`src/rtl/dbg_watch_pkg.sv`:
```
package dbg_watch_pkg;
  localparam int RAW    = 5;
  localparam int CTRL_W = 9;
  localparam int CMSK_W = CTRL_W - 1;
  localparam int STAT_W = 5;
  localparam int DCTL_W = 6;

  localparam logic [RAW-1:0] A_DCTL  = 5'b00000;
  localparam logic [RAW-1:0] A_DSTAT = 5'b00001;
  localparam logic [RAW-1:0] A_CCTL  = 5'b00100;
  localparam logic [RAW-1:0] A_CDATA = 5'b00101;
  localparam logic [1:0]     PG_U0   = 2'b01;
  localparam logic [1:0]     PG_U1   = 2'b10;

  localparam logic [2:0] SEL_AV = 3'd0;
  localparam logic [2:0] SEL_AM = 3'd1;
  localparam logic [2:0] SEL_DV = 3'd2;
  localparam logic [2:0] SEL_DM = 3'd3;
  localparam logic [2:0] SEL_CV = 3'd4;
  localparam logic [2:0] SEL_CM = 3'd5;
  localparam logic [2:0] SEL_LIMIT = 3'd6;

  function automatic logic ctrl_eq(input logic [CMSK_W-1:0] v,
                                   input logic [CMSK_W-1:0] m,
                                   input logic [CMSK_W-1:0] o);
    return ((v ^ o) & ~m) == '0;
  endfunction
endpackage

```
`src/rtl/dbg_cmp_unit.sv`:
```
module dbg_cmp_unit
  import dbg_watch_pkg::*;
#(
  parameter int DW = 32
) (
  input  logic              clk,
  input  logic              rst_n,
  input  logic              wr_en,
  input  logic [2:0]        sel,
  input  logic [DW-1:0]     wdata,
  input  logic              obs_valid,
  input  logic [DW-1:0]     obs_addr,
  input  logic [DW-1:0]     obs_data,
  input  logic [CMSK_W-1:0] obs_ctrl,
  output logic              hit,
  output logic              armed,
  output logic [DW-1:0]     rd_data
);
  logic [DW-1:0]     av, am, dv, dm;
  logic [CTRL_W-1:0] cv;
  logic [CMSK_W-1:0] cm;

  function automatic logic fld_eq(input logic [DW-1:0] v,
                                  input logic [DW-1:0] m,
                                  input logic [DW-1:0] o);
    return ((v ^ o) & ~m) == '0;
  endfunction

  always_ff @(posedge clk or negedge rst_n) begin
    if (!rst_n) begin
      av <= '0; am <= '0; dv <= '0; dm <= '0; cv <= '0; cm <= '0;
    end else if (wr_en) begin
      case (sel)
        SEL_AV:  av <= wdata;
        SEL_AM:  am <= wdata;
        SEL_DV:  dv <= wdata;
        SEL_DM:  dm <= wdata;
        SEL_CV:  cv <= wdata[CTRL_W-1:0];
        SEL_CM:  cm <= wdata[CMSK_W-1:0];
        default: ;
      endcase
    end
  end

  logic addr_ok, data_ok, ctrl_ok;
  assign addr_ok = fld_eq(av, am, obs_addr);
  assign data_ok = fld_eq(dv, dm, obs_data);
  assign ctrl_ok = ctrl_eq(cv[CMSK_W-1:0], cm, obs_ctrl);
  assign armed   = cv[CTRL_W-1];
  assign hit     = obs_valid & armed & addr_ok & data_ok & ctrl_ok;

  always_comb begin
    case (sel)
      SEL_AV:  rd_data = av;
      SEL_AM:  rd_data = am;
      SEL_DV:  rd_data = dv;
      SEL_DM:  rd_data = dm;
      SEL_CV:  rd_data = DW'(cv);
      SEL_CM:  rd_data = DW'(cm);
      default: rd_data = '0;
    endcase
  end
endmodule

```
`src/rtl/dbg_comms.sv`:
```
module dbg_comms #(
  parameter int DW = 32
) (
  input  logic          clk,
  input  logic          rst_n,
  input  logic          host_wr,
  input  logic          host_rd,
  input  logic [DW-1:0] host_wdata,
  input  logic          core_wr,
  input  logic          core_rd,
  input  logic [DW-1:0] core_wdata,
  output logic [DW-1:0] h2c_data,
  output logic [DW-1:0] c2h_data,
  output logic          h2c_full,
  output logic          c2h_full
);
  always_ff @(posedge clk or negedge rst_n) begin
    if (!rst_n) begin
      h2c_data <= '0;
      h2c_full <= 1'b0;
    end else begin
      if (core_rd) h2c_full <= 1'b0;
      if (host_wr && !h2c_full) begin
        h2c_data <= host_wdata;
        h2c_full <= 1'b1;
      end
    end
  end

  always_ff @(posedge clk or negedge rst_n) begin
    if (!rst_n) begin
      c2h_data <= '0;
      c2h_full <= 1'b0;
    end else begin
      if (host_rd) c2h_full <= 1'b0;
      if (core_wr && !c2h_full) begin
        c2h_data <= core_wdata;
        c2h_full <= 1'b1;
      end
    end
  end
endmodule

```
`src/rtl/dbg_halt_seq.sv`:
```
module dbg_halt_seq #(
  parameter int PIPE_DEPTH = 2
) (
  input  logic clk,
  input  logic rst_n,
  input  logic fetch_cycle,
  input  logic bp_hit,
  input  logic wp_hit,
  input  logic flush,
  input  logic instr_done,
  input  logic dbg_req,
  input  logic force_dbg,
  input  logic resume,
  input  logic chain_clr,
  input  logic chain_set,
  output logic ack,
  output logic wp_pend,
  output logic chain_q,
  output logic cause_bp,
  output logic bp_exec,
  output logic enter
);
  logic [PIPE_DEPTH-1:0] tags;

  assign bp_exec = fetch_cycle & tags[PIPE_DEPTH-1] & ~flush & ~ack;
  assign enter   = ~ack & (bp_exec | (instr_done & (dbg_req | force_dbg | wp_pend)));

  always_ff @(posedge clk or negedge rst_n) begin
    if (!rst_n)              tags <= '0;
    else if (flush || enter) tags <= '0;
    else if (fetch_cycle)    tags <= (tags << 1) | PIPE_DEPTH'(bp_hit);
  end

  always_ff @(posedge clk or negedge rst_n) begin
    if (!rst_n) begin
      ack      <= 1'b0;
      wp_pend  <= 1'b0;
      cause_bp <= 1'b0;
    end else begin
      if (enter) begin
        ack      <= 1'b1;
        cause_bp <= bp_exec;
      end else if (resume) begin
        ack      <= 1'b0;
      end
      if (enter)              wp_pend <= 1'b0;
      else if (wp_hit && !ack) wp_pend <= 1'b1;
    end
  end

  always_ff @(posedge clk or negedge rst_n) begin
    if (!rst_n)         chain_q <= 1'b0;
    else if (chain_clr) chain_q <= 1'b0;
    else if (chain_set) chain_q <= 1'b1;
  end
endmodule

```
`src/rtl/dbg_watch_unit.sv`:
```
module dbg_watch_unit
  import dbg_watch_pkg::*;
#(
  parameter int DW         = 32,
  parameter int PIPE_DEPTH = 2
) (
  input  logic           clk,
  input  logic           rst_n,
  input  logic           reg_en,
  input  logic           reg_wr,
  input  logic [RAW-1:0] reg_addr,
  input  logic [DW-1:0]  reg_wdata,
  output logic [DW-1:0]  reg_rdata,
  input  logic           bus_valid,
  input  logic           bus_fetch,
  input  logic           bus_write,
  input  logic [1:0]     bus_size,
  input  logic           bus_priv,
  input  logic [DW-1:0]  bus_addr,
  input  logic [DW-1:0]  bus_data,
  input  logic [1:0]     ext_in,
  input  logic           flush,
  input  logic           instr_done,
  input  logic           dbg_req,
  input  logic           dbg_resume,
  input  logic           core_wr,
  input  logic [DW-1:0]  core_wdata,
  input  logic           core_rd,
  output logic [DW-1:0]  core_rdata,
  output logic [1:0]     rng,
  output logic           dbg_ack,
  output logic           intr_block,
  output logic           comm_rx_full,
  output logic           comm_tx_full
);
  localparam int NUNITS = 2;

  logic wr_cyc, rd_cyc, sel_ok;
  assign wr_cyc = reg_en & reg_wr;
  assign rd_cyc = reg_en & ~reg_wr;
  assign sel_ok = reg_addr[2:0] < SEL_LIMIT;

  logic u0_wr, u1_wr;
  assign u0_wr = wr_cyc & (reg_addr[4:3] == PG_U0) & sel_ok;
  assign u1_wr = wr_cyc & (reg_addr[4:3] == PG_U1) & sel_ok;

  logic [DCTL_W-1:0] dctl;
  always_ff @(posedge clk or negedge rst_n) begin
    if (!rst_n)                               dctl <= '0;
    else if (wr_cyc && reg_addr == A_DCTL)    dctl <= reg_wdata[DCTL_W-1:0];
  end
  assign intr_block = dctl[1];

  // named internal events, used by the checker
  logic u0_hit, u1_hit, u0_armed, u1_armed;
  logic chain_q, wp_pend, cause_bp, bp_exec, dbg_enter;
  logic fetch_cycle, bp_hit, wp_hit;
  logic [DW-1:0] u0_rd, u1_rd;

  logic [CMSK_W-1:0] u0_ctrl, u1_ctrl;
  assign u0_ctrl = {1'b0,   1'b0,    ext_in[0], bus_fetch, bus_priv, bus_size, bus_write};
  assign u1_ctrl = {u0_hit, chain_q, ext_in[1], bus_fetch, bus_priv, bus_size, bus_write};

  dbg_cmp_unit #(.DW(DW)) u_cmp0 (
    .clk(clk), .rst_n(rst_n), .wr_en(u0_wr), .sel(reg_addr[2:0]), .wdata(reg_wdata),
    .obs_valid(bus_valid), .obs_addr(bus_addr), .obs_data(bus_data), .obs_ctrl(u0_ctrl),
    .hit(u0_hit), .armed(u0_armed), .rd_data(u0_rd)
  );

  dbg_cmp_unit #(.DW(DW)) u_cmp1 (
    .clk(clk), .rst_n(rst_n), .wr_en(u1_wr), .sel(reg_addr[2:0]), .wdata(reg_wdata),
    .obs_valid(bus_valid), .obs_addr(bus_addr), .obs_data(bus_data), .obs_ctrl(u1_ctrl),
    .hit(u1_hit), .armed(u1_armed), .rd_data(u1_rd)
  );

  logic [NUNITS-1:0] hits;
  assign hits = {u1_hit, u0_hit};

  for (genvar gi = 0; gi < NUNITS; gi++) begin : g_rng
    always_ff @(posedge clk or negedge rst_n) begin
      if (!rst_n) rng[gi] <= 1'b0;
      else        rng[gi] <= hits[gi];
    end
  end

  assign fetch_cycle = bus_valid & bus_fetch;
  assign bp_hit      = fetch_cycle & (|hits);
  assign wp_hit      = bus_valid & ~bus_fetch & (|hits);

  dbg_halt_seq #(.PIPE_DEPTH(PIPE_DEPTH)) u_seq (
    .clk(clk), .rst_n(rst_n), .fetch_cycle(fetch_cycle), .bp_hit(bp_hit), .wp_hit(wp_hit),
    .flush(flush), .instr_done(instr_done), .dbg_req(dbg_req), .force_dbg(dctl[0]),
    .resume(dbg_resume), .chain_clr(u0_wr), .chain_set(u0_hit),
    .ack(dbg_ack), .wp_pend(wp_pend), .chain_q(chain_q), .cause_bp(cause_bp),
    .bp_exec(bp_exec), .enter(dbg_enter)
  );

  logic [DW-1:0] c2h_data;
  dbg_comms #(.DW(DW)) u_comms (
    .clk(clk), .rst_n(rst_n),
    .host_wr(wr_cyc && reg_addr == A_CDATA), .host_rd(rd_cyc && reg_addr == A_CDATA),
    .host_wdata(reg_wdata), .core_wr(core_wr), .core_rd(core_rd), .core_wdata(core_wdata),
    .h2c_data(core_rdata), .c2h_data(c2h_data), .h2c_full(comm_rx_full), .c2h_full(comm_tx_full)
  );

  logic [STAT_W-1:0] stat;
  assign stat = {cause_bp, chain_q, wp_pend, dbg_req, dbg_ack};

  always_comb begin
    if (reg_addr == A_DCTL)              reg_rdata = DW'(dctl);
    else if (reg_addr == A_DSTAT)        reg_rdata = DW'(stat);
    else if (reg_addr == A_CCTL)         reg_rdata = DW'({comm_tx_full, comm_rx_full});
    else if (reg_addr == A_CDATA)        reg_rdata = c2h_data;
    else if (reg_addr[4:3] == PG_U0)     reg_rdata = u0_rd;
    else if (reg_addr[4:3] == PG_U1)     reg_rdata = u1_rd;
    else                                 reg_rdata = '0;
  end
endmodule

```
`config.mk`:
```
export PLATFORM = sky130hd
export DESIGN_NAME = dbg_watch_unit
export DESIGN_NICKNAME = d
export VERILOG_FILES = /design/src/rtl/dbg_watch_pkg.sv /design/src/rtl/dbg_cmp_unit.sv /design/src/rtl/dbg_comms.sv /design/src/rtl/dbg_halt_seq.sv /design/src/rtl/dbg_watch_unit.sv
export SDC_FILE = /design/constraint.sdc
export NUM_CORES = 1
export LEC_CHECK = 0
export CAP_MARGIN = 20
export CORE_UTILIZATION = 55
export CTS_CLUSTER_SIZE = 10
export DETAILED_ROUTE_END_ITERATION = 8
export PLACE_DENSITY = 0.84
export SLEW_MARGIN = 25
export SYNTH_ARGS = -nofsm -noshare
export SYNTH_HDL_FRONTEND = slang
export SYNTH_SLANG_ARGS = --single-unit
```
`constraint.sdc`:
```
create_clock -name clk -period 2.35 [get_ports clk]
set_clock_uncertainty 0.1 [all_clocks]
set_input_delay 0.235 -clock clk [delete_from_list [all_inputs] [get_ports clk]]
set_output_delay 0.235 -clock clk [all_outputs]
set_load 0.05 [all_outputs]
```
==> impl_metrics.toml <==
[power]
power.density_cell_area_nw_per_um2 = 740
power_total_mw = 18.1
p_leak_nw = 10.7
max-vdd-ir-drop_mv = 0.596

[floorplan]
die_y_um = 182
die-area_um2 = 33200
initial_core_util_pct = 56.3
design.portCount = 221
coreArea_um2 = 31700
std_cell_rows = 65
dieWidth_um = 182

[timing]
max_slew.worst_pin.slew_ns = 0.786
setup-tns-final_ns = -0.0976
min_period_ns = 2.42
finalHoldViolations = 0
rsz_0062_raised_after_global_routing = "true"
report.final.setup_viol = 3
maxClockFrequency_ghz = 0.413
layout_worst_path_cycle_share_pct = 103
hold-worst-slack_ns = 0.143
final_max_slew_viol_count = 0
maxSlewHeadroom_pct = 47.4
finalWorstSetupSlack_ns = -0.0690

[routing]
highest-signal-layer = "met4"
routed-wl-met2_um = 29600
route.detailed.drc = 0
drt_pass1_iterations = 8
detailedRoute.firstIterationViolations = 1668
antenna_nets_post_route = 0
drt-wirelength-per-cell_um = 28.9
met3_wirelength_um = 6790
vias = 15000
detail_route.wirelength.met1_um = 23800
totalWireLength_um = 63600
vias_per_cell = 6.80

[finish]
area_delta_synth_final_pct = 37.4
num_antenna_cells = 0
layout_commonest_cell = "dfrtp_1"
highest_count_cells_in_the_layout_ignoring_fill_and_taps = "370 x dfrtp_1, 341 x mux2_2, 184 x buf_4, 182 x clkdlybuf4s50_1, 124 x xnor2_1"
drive_gt1_share_pct = 42.8
final_net_count = 1945

[worst_setup_path]
worst_reg_to_reg_cells = 9
path_max_fanout = 2
crit_type = "reg2reg"
timing.critical_path.arrival_ns = 2.77
timing.reg2reg.setup_slack_ns = -0.07
worst_r2r_startpoint = "u_cmp1.av[9]"
crit_start = "u_cmp1.av[9]"
critPathMaxStageDelay_ns = 0.41
crit-reg2reg-capture = "u_seq.wp_pend"
number_of_buffer_and_inverter_stages_on_the_critical_path = 2
crit_path_end_kind = "flip-flop"
required_time_of_the_worst_setup_path_ns = 2.70
worstPathCellList = "xnor2_2 -> o22ai_4 -> nor4_4 -> buf_4 -> nand4_1 -> a2111oi_4 -> buf_4 -> o211ai_1 -> a21oi_1"
cpMostUsedCell = "buf_4"
cpMaxStageDelayCell = "dfrtp_1"
start_kind = "flip-flop"
timing.critical_path.depth = 9
crit_family = "compound AO/OA/AOI/OAI gates"

[cts]
cts.sink_count = 370
cts.clk_slew.worst_paths_ns = 0.05
clock_latency_ns = 0.54
cts.htree.levels = 2
cts_tree = "built"
deepest_clock_path_buffer_count = 3
clk_root_buf = "clkbuf_16"
numCtsBuffers = 43

[placement]
gp_congestion = 0.995
post-dp-hpwl_um = 43200
port-buffer-count = 220
preCtsSetupSlack_ns = -0.565

[synth]
synth_top_area_share_pct = 51.9
synth_area_per_cell_um2 = 12.9
synth_nets = 1532
biggest_area_contributors_in_the_synthesized_netlist = "dfrtp_1 52%, mux2_2 22%, xnor2_1 6.9%"
seq_area_frac_synth_pct = 51.9
synth_seq_cells = 370
synth_cell_type_count = 51
netlist_area_um2 = 17900
synth.yosys.warnings = 0
postSynth.asyncResetShare_pct = 100
dominantRegCellSynth = "dfrtp_1"
synth_top_area_cell = "dfrtp_1"
edff_count_synth = 0
syn-instance-count = 1381

[global_route]
antenna_violations_before_repair = 0
grt_pass1_vias = 15200
track_usage_pct = 37.9
grt_max_degree = 68
grt_pass1_wl_um = 93700
globalRouteOverflowTotal = 0

[run_status]
failed_checks = "setup timing"
outcome = "complete, but fails checks"

[min_path]
holdCritPathClass = "in2async"

[job]
drv.max_cap_violation_count = 0
[timing repair]
item / CTS / global route
hold buffers: 1 / 0
buffers inserted: 4 / 15
endpoints found under the setup margin: 35 / 16
endpoints found under the hold margin: 47 / 0
pin swaps: 21 / 32
resized for setup: 61 / 47
gates cloned: 0 / 1
[registers in the layout (all words and copies together) (netlist names), 9 cells and up]
| register | flops |
|---|---|
| u_cmp0.am | 32 |
| u_cmp0.av | 32 |
| u_cmp0.dm | 32 |
| u_cmp0.dv | 32 |
| u_cmp1.am | 32 |
| u_cmp1.av | 32 |
| u_cmp1.dm | 32 |
| u_cmp1.dv | 32 |
| u_comms.c2h_data | 32 |
| u_comms.h2c_data | 32 |
| u_cmp0.cv | 9 |
| u_cmp1.cv | 9 |
[where the power goes]
part | total [mW] | internal [mW] | switching [mW]
clock network | 5.82 | 3.34 | 2.48
logic | 4.05 | 2.06 | 1.99
registers | 8.28 | 7.32 | 0.962
total | 18.1 | 12.7 | 5.42
[final cells by class]
| class | instances | area, um2 |
|---|---|---|
| flip-flops and latches | 370 | 9260 |
| multi-input cells | 922 | 8800 |
| fillers | 1778 | 7200 |
| repair buffers | 452 | 4800 |
| clock buffers | 50 | 1130 |
| well taps | 402 | 503 |
| inverters | 5 | 18.8 |
| clock inverters | 1 | 8.76 |
[per-stage QoR]
step	cell area (um2)	utilization, %	cells
floorplan	17900	-	1381
CTS	24100	76.1	2187
finish	24500	77.3	2202
global placement	22700	71.5	2132
global route	24500	77.3	2202
detailed placement	22700	71.5	2132
[layer usage]
metal | track usage [%] | vias to the layer above
li1 | - | 6017
met5 | 0 | -
met1 | 49.5 | 7629
met3 | 8.46 | 241
met4 | 19.4 | 0
met2 | 59.7 | 1095
[worst max-delay path by stage]
stage,endpoint
after floorplan,reg_rdata[11]
after global placement,u_seq.wp_pend
after detailed placement,u_seq.wp_pend
after CTS,reg_rdata[4]
after global routing,u_seq.wp_pend
final,u_seq.wp_pend
[logic make-up after synthesis]
kind of cell              count (synthesis)  share of synthesized area, %
xor gates and xnor gates                142                          6.97
buffers and inverters                    89                          2.47
muxes                                   363                          22.9
DFF                                     370                          51.9
AOI/OAI and AO/OA                       329                          12.6
and+or+nand+nor                          88                          3.20
[worst register-to-register path: cells and delay by family (launching register included)]
family                 cells  cell delay [ns]
AO/OA/AOI/OAI              4             0.75
XOR/XNOR                   1             0.30
buffers and inverters      2             0.35
flip-flops                 1             0.41
AND/OR/NAND/NOR            2             0.43
[synth_stat cells, types with 5 or more instances]
cell      number
dfrtp_1      370
mux2_2       341
xnor2_1      141
a22oi_1       89
o22ai_1       69
a21oi_1       56
buf_2         33
o21ai_0       29
a221oi_1      27
a22o_1        26
clkbuf_1      25
mux2_1        20
nor4_1        19
nand2_1       16
a31oi_1       13
buf_1         11
buf_4         11
nor2_1         6
nor3_2         6
inv_1          5
nand3_1        5
nor2b_1        5
(Power assumes the default switching activity.)
